$ cat src/rtl/eb_router_pkg.sv
`timescale 1ns/1ps
package eb_router_pkg;
  localparam int NUM_PORTS = 5;
  localparam int PORT_W    = 3;

  typedef enum logic [PORT_W-1:0] {
    PORT_LOCAL = 3'd0,
    PORT_EAST  = 3'd1,
    PORT_WEST  = 3'd2,
    PORT_NORTH = 3'd3,
    PORT_SOUTH = 3'd4
  } port_e;

  // dimension-order: resolve x first, then y
  function automatic port_e xy_route(input int cx, input int cy, input int dx, input int dy);
    if (dx > cx) return PORT_EAST;
    if (dx < cx) return PORT_WEST;
    if (dy > cy) return PORT_NORTH;
    if (dy < cy) return PORT_SOUTH;
    return PORT_LOCAL;
  endfunction
endpackage

$ cat src/rtl/eb_fifo.sv
`timescale 1ns/1ps
module eb_fifo #(
  parameter int W     = 8,
  parameter int DEPTH = 2,
  localparam int PW   = (DEPTH > 1) ? $clog2(DEPTH) : 1,
  localparam int CW   = $clog2(DEPTH + 1)
) (
  input  logic         clk_i,
  input  logic         rst_ni,
  input  logic         push_i,
  input  logic [W-1:0] data_i,
  input  logic         pop_i,
  output logic [W-1:0] data_o,
  output logic         valid_o,
  output logic         full_o
);
  logic [W-1:0]  mem_q [DEPTH];
  logic [PW-1:0] wr_q, rd_q;
  logic [CW-1:0] cnt_q;

  assign full_o  = (cnt_q == CW'(DEPTH));
  assign valid_o = (cnt_q != '0);
  assign data_o  = mem_q[rd_q];

  always_ff @(posedge clk_i) begin
    if (push_i) mem_q[wr_q] <= data_i;
  end

  always_ff @(posedge clk_i or negedge rst_ni) begin
    if (!rst_ni) begin
      wr_q  <= '0;
      rd_q  <= '0;
      cnt_q <= '0;
    end else begin
      if (push_i) wr_q <= (wr_q == PW'(DEPTH-1)) ? '0 : wr_q + 1'b1;
      if (pop_i)  rd_q <= (rd_q == PW'(DEPTH-1)) ? '0 : rd_q + 1'b1;
      case ({push_i, pop_i})
        2'b10:   cnt_q <= cnt_q + 1'b1;
        2'b01:   cnt_q <= cnt_q - 1'b1;
        default: cnt_q <= cnt_q;
      endcase
    end
  end

  AST_NO_OVERFLOW: assert property (@(posedge clk_i) disable iff (!rst_ni)
    push_i |-> !full_o);
  AST_NO_UNDERFLOW: assert property (@(posedge clk_i) disable iff (!rst_ni)
    pop_i |-> valid_o);
  AST_HOLD_STABLE: assert property (@(posedge clk_i) disable iff (!rst_ni)
    (valid_o && !pop_i) |=> (valid_o && $stable(data_o)));
endmodule

$ cat src/rtl/eb_rr_lock.sv
`timescale 1ns/1ps
module eb_rr_lock #(
  parameter int N  = 5,
  localparam int IW = (N > 1) ? $clog2(N) : 1
) (
  input  logic          clk_i,
  input  logic          rst_ni,
  input  logic [N-1:0]  req_i,
  input  logic          release_i,
  output logic          lock_o,
  output logic [IW-1:0] owner_o
);
  logic [IW-1:0] ptr_q, owner_q, win;
  logic          lock_q, found;
  int            idx;

  always_comb begin
    found = 1'b0;
    win   = '0;
    idx   = 0;
    for (int k = 0; k < N; k++) begin
      idx = (int'(ptr_q) + k) % N;
      if (!found && req_i[idx]) begin
        found = 1'b1;
        win   = IW'(idx);
      end
    end
  end

  // grant registered: decided this cycle, steers the switch next cycle
  always_ff @(posedge clk_i or negedge rst_ni) begin
    if (!rst_ni) begin
      lock_q  <= 1'b0;
      owner_q <= '0;
      ptr_q   <= '0;
    end else if (lock_q) begin
      if (release_i) begin
        lock_q <= 1'b0;
        ptr_q  <= (owner_q == IW'(N-1)) ? '0 : owner_q + 1'b1;
      end
    end else if (found) begin
      lock_q  <= 1'b1;
      owner_q <= win;
    end
  end

  assign lock_o  = lock_q;
  assign owner_o = owner_q;

  AST_GRANT_HELD: assert property (@(posedge clk_i) disable iff (!rst_ni)
    (lock_q && !release_i) |=> (lock_q && $stable(owner_q)));
  AST_RELEASE_LOCKED: assert property (@(posedge clk_i) disable iff (!rst_ni)
    release_i |-> lock_q);
endmodule

$ cat src/rtl/eb_router.sv
`timescale 1ns/1ps
module eb_router
  import eb_router_pkg::*;
#(
  parameter int DATA_W    = 64,
  parameter int COORD_W   = 3,
  parameter int MY_X      = 3,
  parameter int MY_Y      = 4,
  parameter int IN_DEPTH  = 2,
  parameter int OUT_DEPTH = 3,
  localparam int NP       = NUM_PORTS,
  localparam int FLIT_W   = DATA_W + 2
) (
  input  logic                 clk_i,
  input  logic                 rst_ni,
  input  logic [NP*FLIT_W-1:0] in_flit_i,
  input  logic [NP-1:0]        in_valid_i,
  output logic [NP-1:0]        in_ready_o,
  output logic [NP*FLIT_W-1:0] out_flit_o,
  output logic [NP-1:0]        out_valid_o,
  input  logic [NP-1:0]        out_ready_i
);
  localparam int IW       = $clog2(NP);
  localparam int HEAD_BIT = FLIT_W - 1;
  localparam int TAIL_BIT = FLIT_W - 2;
  localparam int DX_LSB   = PORT_W;
  localparam int DY_LSB   = PORT_W + COORD_W;

  logic [FLIT_W-1:0] in_data [NP];
  logic              in_vld  [NP];
  logic              in_full [NP];
  logic              in_pop  [NP];
  logic [NP-1:0]     req     [NP];
  logic              lock    [NP];
  logic [IW-1:0]     owner   [NP];
  logic              push    [NP];
  logic [NP-1:0]     owned_by[NP];

  // input stages
  for (genvar i = 0; i < NP; i++) begin : g_in
    eb_fifo #(.W(FLIT_W), .DEPTH(IN_DEPTH)) u_in_eb (
      .clk_i   (clk_i),
      .rst_ni  (rst_ni),
      .push_i  (in_valid_i[i] & ~in_full[i]),
      .data_i  (in_flit_i[i*FLIT_W +: FLIT_W]),
      .pop_i   (in_pop[i]),
      .data_o  (in_data[i]),
      .valid_o (in_vld[i]),
      .full_o  (in_full[i])
    );
    assign in_ready_o[i] = ~in_full[i];

    AST_ONE_OWNER: assert property (@(posedge clk_i) disable iff (!rst_ni)
      $onehot0(owned_by[i]));
  end

  // a waiting head requests the output it names
  always_comb begin
    for (int o = 0; o < NP; o++) begin
      for (int i = 0; i < NP; i++) begin
        req[o][i] = in_vld[i] & in_data[i][HEAD_BIT] &
                    (in_data[i][PORT_W-1:0] == PORT_W'(o));
      end
    end
  end

  // per-output arbiter, crossbar leg, look-ahead rewrite, output stage
  for (genvar o = 0; o < NP; o++) begin : g_out
    localparam int NX = (o == 1) ? MY_X + 1 : (o == 2) ? MY_X - 1 : MY_X;
    localparam int NY = (o == 3) ? MY_Y + 1 : (o == 4) ? MY_Y - 1 : MY_Y;

    logic [FLIT_W-1:0] sel, fwd;
    logic              sel_vld, out_full, rel;

    eb_rr_lock #(.N(NP)) u_arb (
      .clk_i     (clk_i),
      .rst_ni    (rst_ni),
      .req_i     (req[o]),
      .release_i (rel),
      .lock_o    (lock[o]),
      .owner_o   (owner[o])
    );

    always_comb begin
      sel     = in_data[owner[o]];
      sel_vld = in_vld[owner[o]];
      fwd     = sel;
      if (sel[HEAD_BIT]) begin
        if (o == 0) fwd[PORT_W-1:0] = PORT_LOCAL;
        else        fwd[PORT_W-1:0] = xy_route(NX, NY,
                                        int'(sel[DX_LSB +: COORD_W]),
                                        int'(sel[DY_LSB +: COORD_W]));
      end
    end

    assign push[o] = lock[o] & sel_vld & ~out_full;
    assign rel     = push[o] & sel[TAIL_BIT];

    eb_fifo #(.W(FLIT_W), .DEPTH(OUT_DEPTH)) u_out_eb (
      .clk_i   (clk_i),
      .rst_ni  (rst_ni),
      .push_i  (push[o]),
      .data_i  (fwd),
      .pop_i   (out_ready_i[o] & out_valid_o[o]),
      .data_o  (out_flit_o[o*FLIT_W +: FLIT_W]),
      .valid_o (out_valid_o[o]),
      .full_o  (out_full)
    );

    AST_HEAD_PORT: assert property (@(posedge clk_i) disable iff (!rst_ni)
      (push[o] && sel[HEAD_BIT]) |-> (sel[PORT_W-1:0] == PORT_W'(o)));
  end

  // input pops when the output it owns takes a flit
  always_comb begin
    for (int i = 0; i < NP; i++) begin
      in_pop[i]   = 1'b0;
      owned_by[i] = '0;
    end
    for (int o = 0; o < NP; o++) begin
      for (int i = 0; i < NP; i++) begin
        if (lock[o] && owner[o] == IW'(i)) begin
          owned_by[i][o] = 1'b1;
          if (push[o]) in_pop[i] = 1'b1;
        end
      end
    end
  end
endmodule

$ cat config.mk
export PLATFORM = sky130hd
export DESIGN_NAME = eb_router
export DESIGN_NICKNAME = d
export VERILOG_FILES = /design/src/rtl/eb_router_pkg.sv /design/src/rtl/eb_fifo.sv /design/src/rtl/eb_rr_lock.sv /design/src/rtl/eb_router.sv
export SDC_FILE = /design/constraint.sdc
export NUM_CORES = 2
export LEC_CHECK = 0
export CAP_MARGIN = 40
export CORE_AREA = 2 2 440 442
export DETAILED_ROUTE_END_ITERATION = 16
export DIE_AREA = 0 0 442 444
export DONT_BUFFER_PORTS = 1
export PLACE_DENSITY = 0.59
export SLEW_MARGIN = 15
export SYNTH_ARGS = -nofsm -noshare
export SYNTH_HDL_FRONTEND = slang
export SYNTH_HIERARCHICAL = 1
export SYNTH_SLANG_ARGS = --single-unit
$ cat constraint.sdc
create_clock -name clk_i -period 6.73 [get_ports clk_i]
set_input_delay 1.346 -clock clk_i [delete_from_list [all_inputs] [get_ports clk_i]]
set_output_delay 1.346 -clock clk_i [all_outputs]
set_load 0.05 [all_outputs]
==> results.sh <==
export IMPL_grt_pass1_wl_um=402000
export IMPL_fill_cells=15896
export IMPL_synth_distinct_cells=101
export IMPL_overflow=0
export IMPL_clk_latency_ns=0.86
export IMPL_hold_violations=0
export IMPL_ctsHtreeMaxLevel=4
export IMPL_cts_buffers_inserted=183
export IMPL_ys_warn_count=6
export IMPL_grt_pass1_vias=51575
export IMPL_hold_buffers=0
export IMPL_drive_gt1_share_pct=26.9
export IMPL_cp_required_ns=7.52
export IMPL_synth_edf_count=1650
export IMPL_cts_buffer_depth=3
export IMPL_final_nets=6309
export IMPL_ioPinCount=682
export IMPL_dp_cells=8198
export IMPL_routed_wl_um=292000
export IMPL_syn_inst=5596
export IMPL_cp_start_kind="flop"
export IMPL_die_width_um=442
export IMPL_syn_nets=6045
export IMPL_globalplace_congestion=0.856
export IMPL_period_needed_ns=5.07
export IMPL_final_setup_tns_ns=0
export IMPL_finalMaxSlewViolations=0
export IMPL_synth_avg_cell_area_um2=15.3
export IMPL_fin_skew_ns=0.0548
export IMPL_synth_most_common_cell="edfxtp_1"
export IMPL_cts_resized=0
export IMPL_ys_seq_area_share_pct=60.4
export IMPL_worstRegToRegCells=16
export IMPL_rsz0062_at_grt="false"
export IMPL_antenna_found_initial=47
export IMPL_rows=161
export IMPL_clock_fmax_mhz=197
export IMPL_firstDrtPassIters=6
export IMPL_synth_area_top_cells="edfxtp_1 (58%), mux4_2 (8.7%), mux2i_1 (4.7%)"
export IMPL_hold_class="in -> async"
export IMPL_synthTopCellsByCount="edfxtp_1 (1650), nand2_1 (448), mux2i_1 (404), mux4_2 (332), a22o_1 (314)"
export IMPL_grt_total_usage_pct=29.1
export IMPL_cts_tree="yes"
export IMPL_crit_type="reg -> reg"
export IMPL_start_util_pct=44.7
export IMPL_relSlewSlack_pct=37.2
export IMPL_critPathArrivalTime_ns=5.86
export IMPL_setup_viol=0
export IMPL_port_buffers=0
export IMPL_vias=53899
export IMPL_via_per_inst=6.28
export IMPL_synth_ff_type="edfxtp_1"
export IMPL_clock_sinks=1735
export IMPL_post_cts_buffers=0
export IMPL_dieArea_um2=196000
export IMPL_drtAntennaViolNets=0
export IMPL_critPathMaxFanout=17
export IMPL_drt_initial_drc_count=5465
export IMPL_fp_dieH_um=444
export IMPL_syn_to_final_growth_pct=13.4
export IMPL_clkTransAtPathRegs_ns=0.06
export IMPL_cp_end_kind="flop"
export IMPL_layout_cells_non_filler=8583
export IMPL_core_area_um2=192000
export IMPL_ys_async_sr_fraction_pct=4.90
export IMPL_hpwl_um=203000
export IMPL_grt_start_max_net_pins=87
export IMPL_rr_startpoint="g_out[2].u_arb/ptr_q[1]"
export IMPL_wire_per_inst_um=34.0
export IMPL_post_route_period_util_pct=75.3
export IMPL_worst_pin_slew_ns=0.942
export IMPL_yosysTopAreaCellShare_pct=57.9
export IMPL_cts_root_buffer="clkbuf_16"
export IMPL_startpoint="g_out[2].u_arb/ptr_q[1]"
export IMPL_drc=0
export IMPL_syn_cell_area_um2=85600
export IMPL_status="complete, no violations"
export IMPL_synth_top_area_cell="edfxtp_1"
export IMPL_maxCapViolations=0
export IMPL_ys_ff_latch=1735
[registers in the layout, summed over array words and instances (netlist names)]
signal                count
g_in.u_in_eb/cnt_q       10
g_out.u_arb/lock_o        5
g_in.u_in_eb/wr_q         5
g_out.u_out_eb/mem_q    990
g_out.u_out_eb/cnt_q     10
g_out.u_out_eb/wr_q      10
g_in.u_in_eb/mem_q      660
g_out.u_out_eb/rd_q      10
g_in.u_in_eb/rd_q         5
g_out.u_arb/owner_o      15
g_out.u_arb/ptr_q        15
[cell type report]
type / count / area (um^2) / share of cell area [%]
antenna: 53 / 133 / 0.137
clock buffer: 228 / 4800 / 4.95
clock inverter: 101 / 1050 / 1.09
inverter: 109 / 425 / 0.438
multi-input combinational: 3357 / 31400 / 32.4
sequential: 1735 / 51800 / 53.3
tap: 2526 / 3160 / 3.26
timing repair buffer: 474 / 4280 / 4.41
[metrics by stage]
| step | setup slack, ns | utilization [%] | instance area (um^2) | hold slack (ns) |
|---|---|---|---|---|
| 5_1_grt | 1.29 | 50.6 | 97000 | 0.144 |
| 2_1_floorplan | 0.0216 | - | 85600 | 0.447 |
| 3_5_place_dp | 1.77 | 47.5 | 91000 | 0.467 |
| 6_report | 1.66 | 50.7 | 97100 | 0.189 |
| 3_3_place_gp | 1.84 | 46.4 | 88900 | 0.463 |
| 4_1_cts | 1.74 | 50.6 | 96900 | 0.121 |
[cell usage in the layout (no fill, tap or decap), types with 22 or more instances in the layout]
cell type  netlist  routed
a21o_1          38      38
a21oi_1         76      76
a22o_1         314     314
a22oi_1         22      22
and2_1          36      31
buf_12          20      28
buf_4           32     387
buf_6           30      48
clkbuf_1       138      42
clkbuf_16        0     185
clkinv_1         2      36
clkinv_2         0      25
dfrtp_1         85      60
dfrtp_4          0      25
diode_2          0      53
edfxtp_1      1650    1650
ha_1           107     107
inv_1           96      92
mux2_2         214     214
mux2_4         159     159
mux2i_1        404     404
mux4_2         332     332
nand2_1        448     448
nand2b_1        57      57
nand3_1         38      38
nor2_1         117     107
nor2b_1         41      41
nor3_1          76      67
nor3b_1         40      31
o21ai_0        233      48
o21ai_1        157     327
xnor2_1         42      42
xor2_1          24      24
[worst max-delay path: stages (launching register included)]
cell      delay, ns
dfrtp_1        0.68
inv_1          0.28
ha_1           0.66
inv_1          0.25
ha_1           0.30
or3_1          0.38
nand3_1        0.13
nand2_1        0.12
ha_1           0.38
mux2_2         0.36
o21ai_0        0.16
nor3b_1        0.08
a311o_1        0.40
nor4b_2        0.33
nand2_1        0.12
o221ai_1       0.20
mux2_1         0.16
[path summary, 6_finish.rpt]
kind                                             end  slack, ns
setup reg to reg           g_out[2].u_arb/owner_o[2]       1.66
setup / recovery           g_out[2].u_arb/owner_o[2]       1.66
min in group clk_i          g_in[0].u_in_eb/cnt_q[1]       0.48
max in group asynchronous  g_out[4].u_out_eb/rd_q[0]       6.29
hold / removal               g_out[1].u_arb/ptr_q[0]       0.19
hold reg to reg             g_in[0].u_in_eb/cnt_q[1]       0.48
[kinds of logic (layout without fill, tap and decap cells)]
kind of cell / Yosys count / after routing / share of synthesized area (%)
adder cells (fa/ha/maj): 107 / 107 / 1.56
XOR/XNOR: 72 / 72 / 0.790
buffers and inverters: 504 / 912 / 3.24
AND/OR/NAND/NOR: 980 / 980 / 5.61
other: 0 / 53 / 0
AO/OA/AOI/OAI: 1077 / 1077 / 9.04
multiplexers: 1121 / 1121 / 19.4
flip-flops: 1735 / 1735 / 60.4
[routing by layer]
metal,up-vias,global-route usage (%),wire length [um]
li1,22762,-,-
met1,28031,36.2,111000
met2,2554,49.6,146000
met3,546,4.45,19500
met4,6,14.4,15100
met5,-,0,46
Power is not shown: default switching activity piles up to over one toggle a cycle in this logic, so the estimate is an artifact.
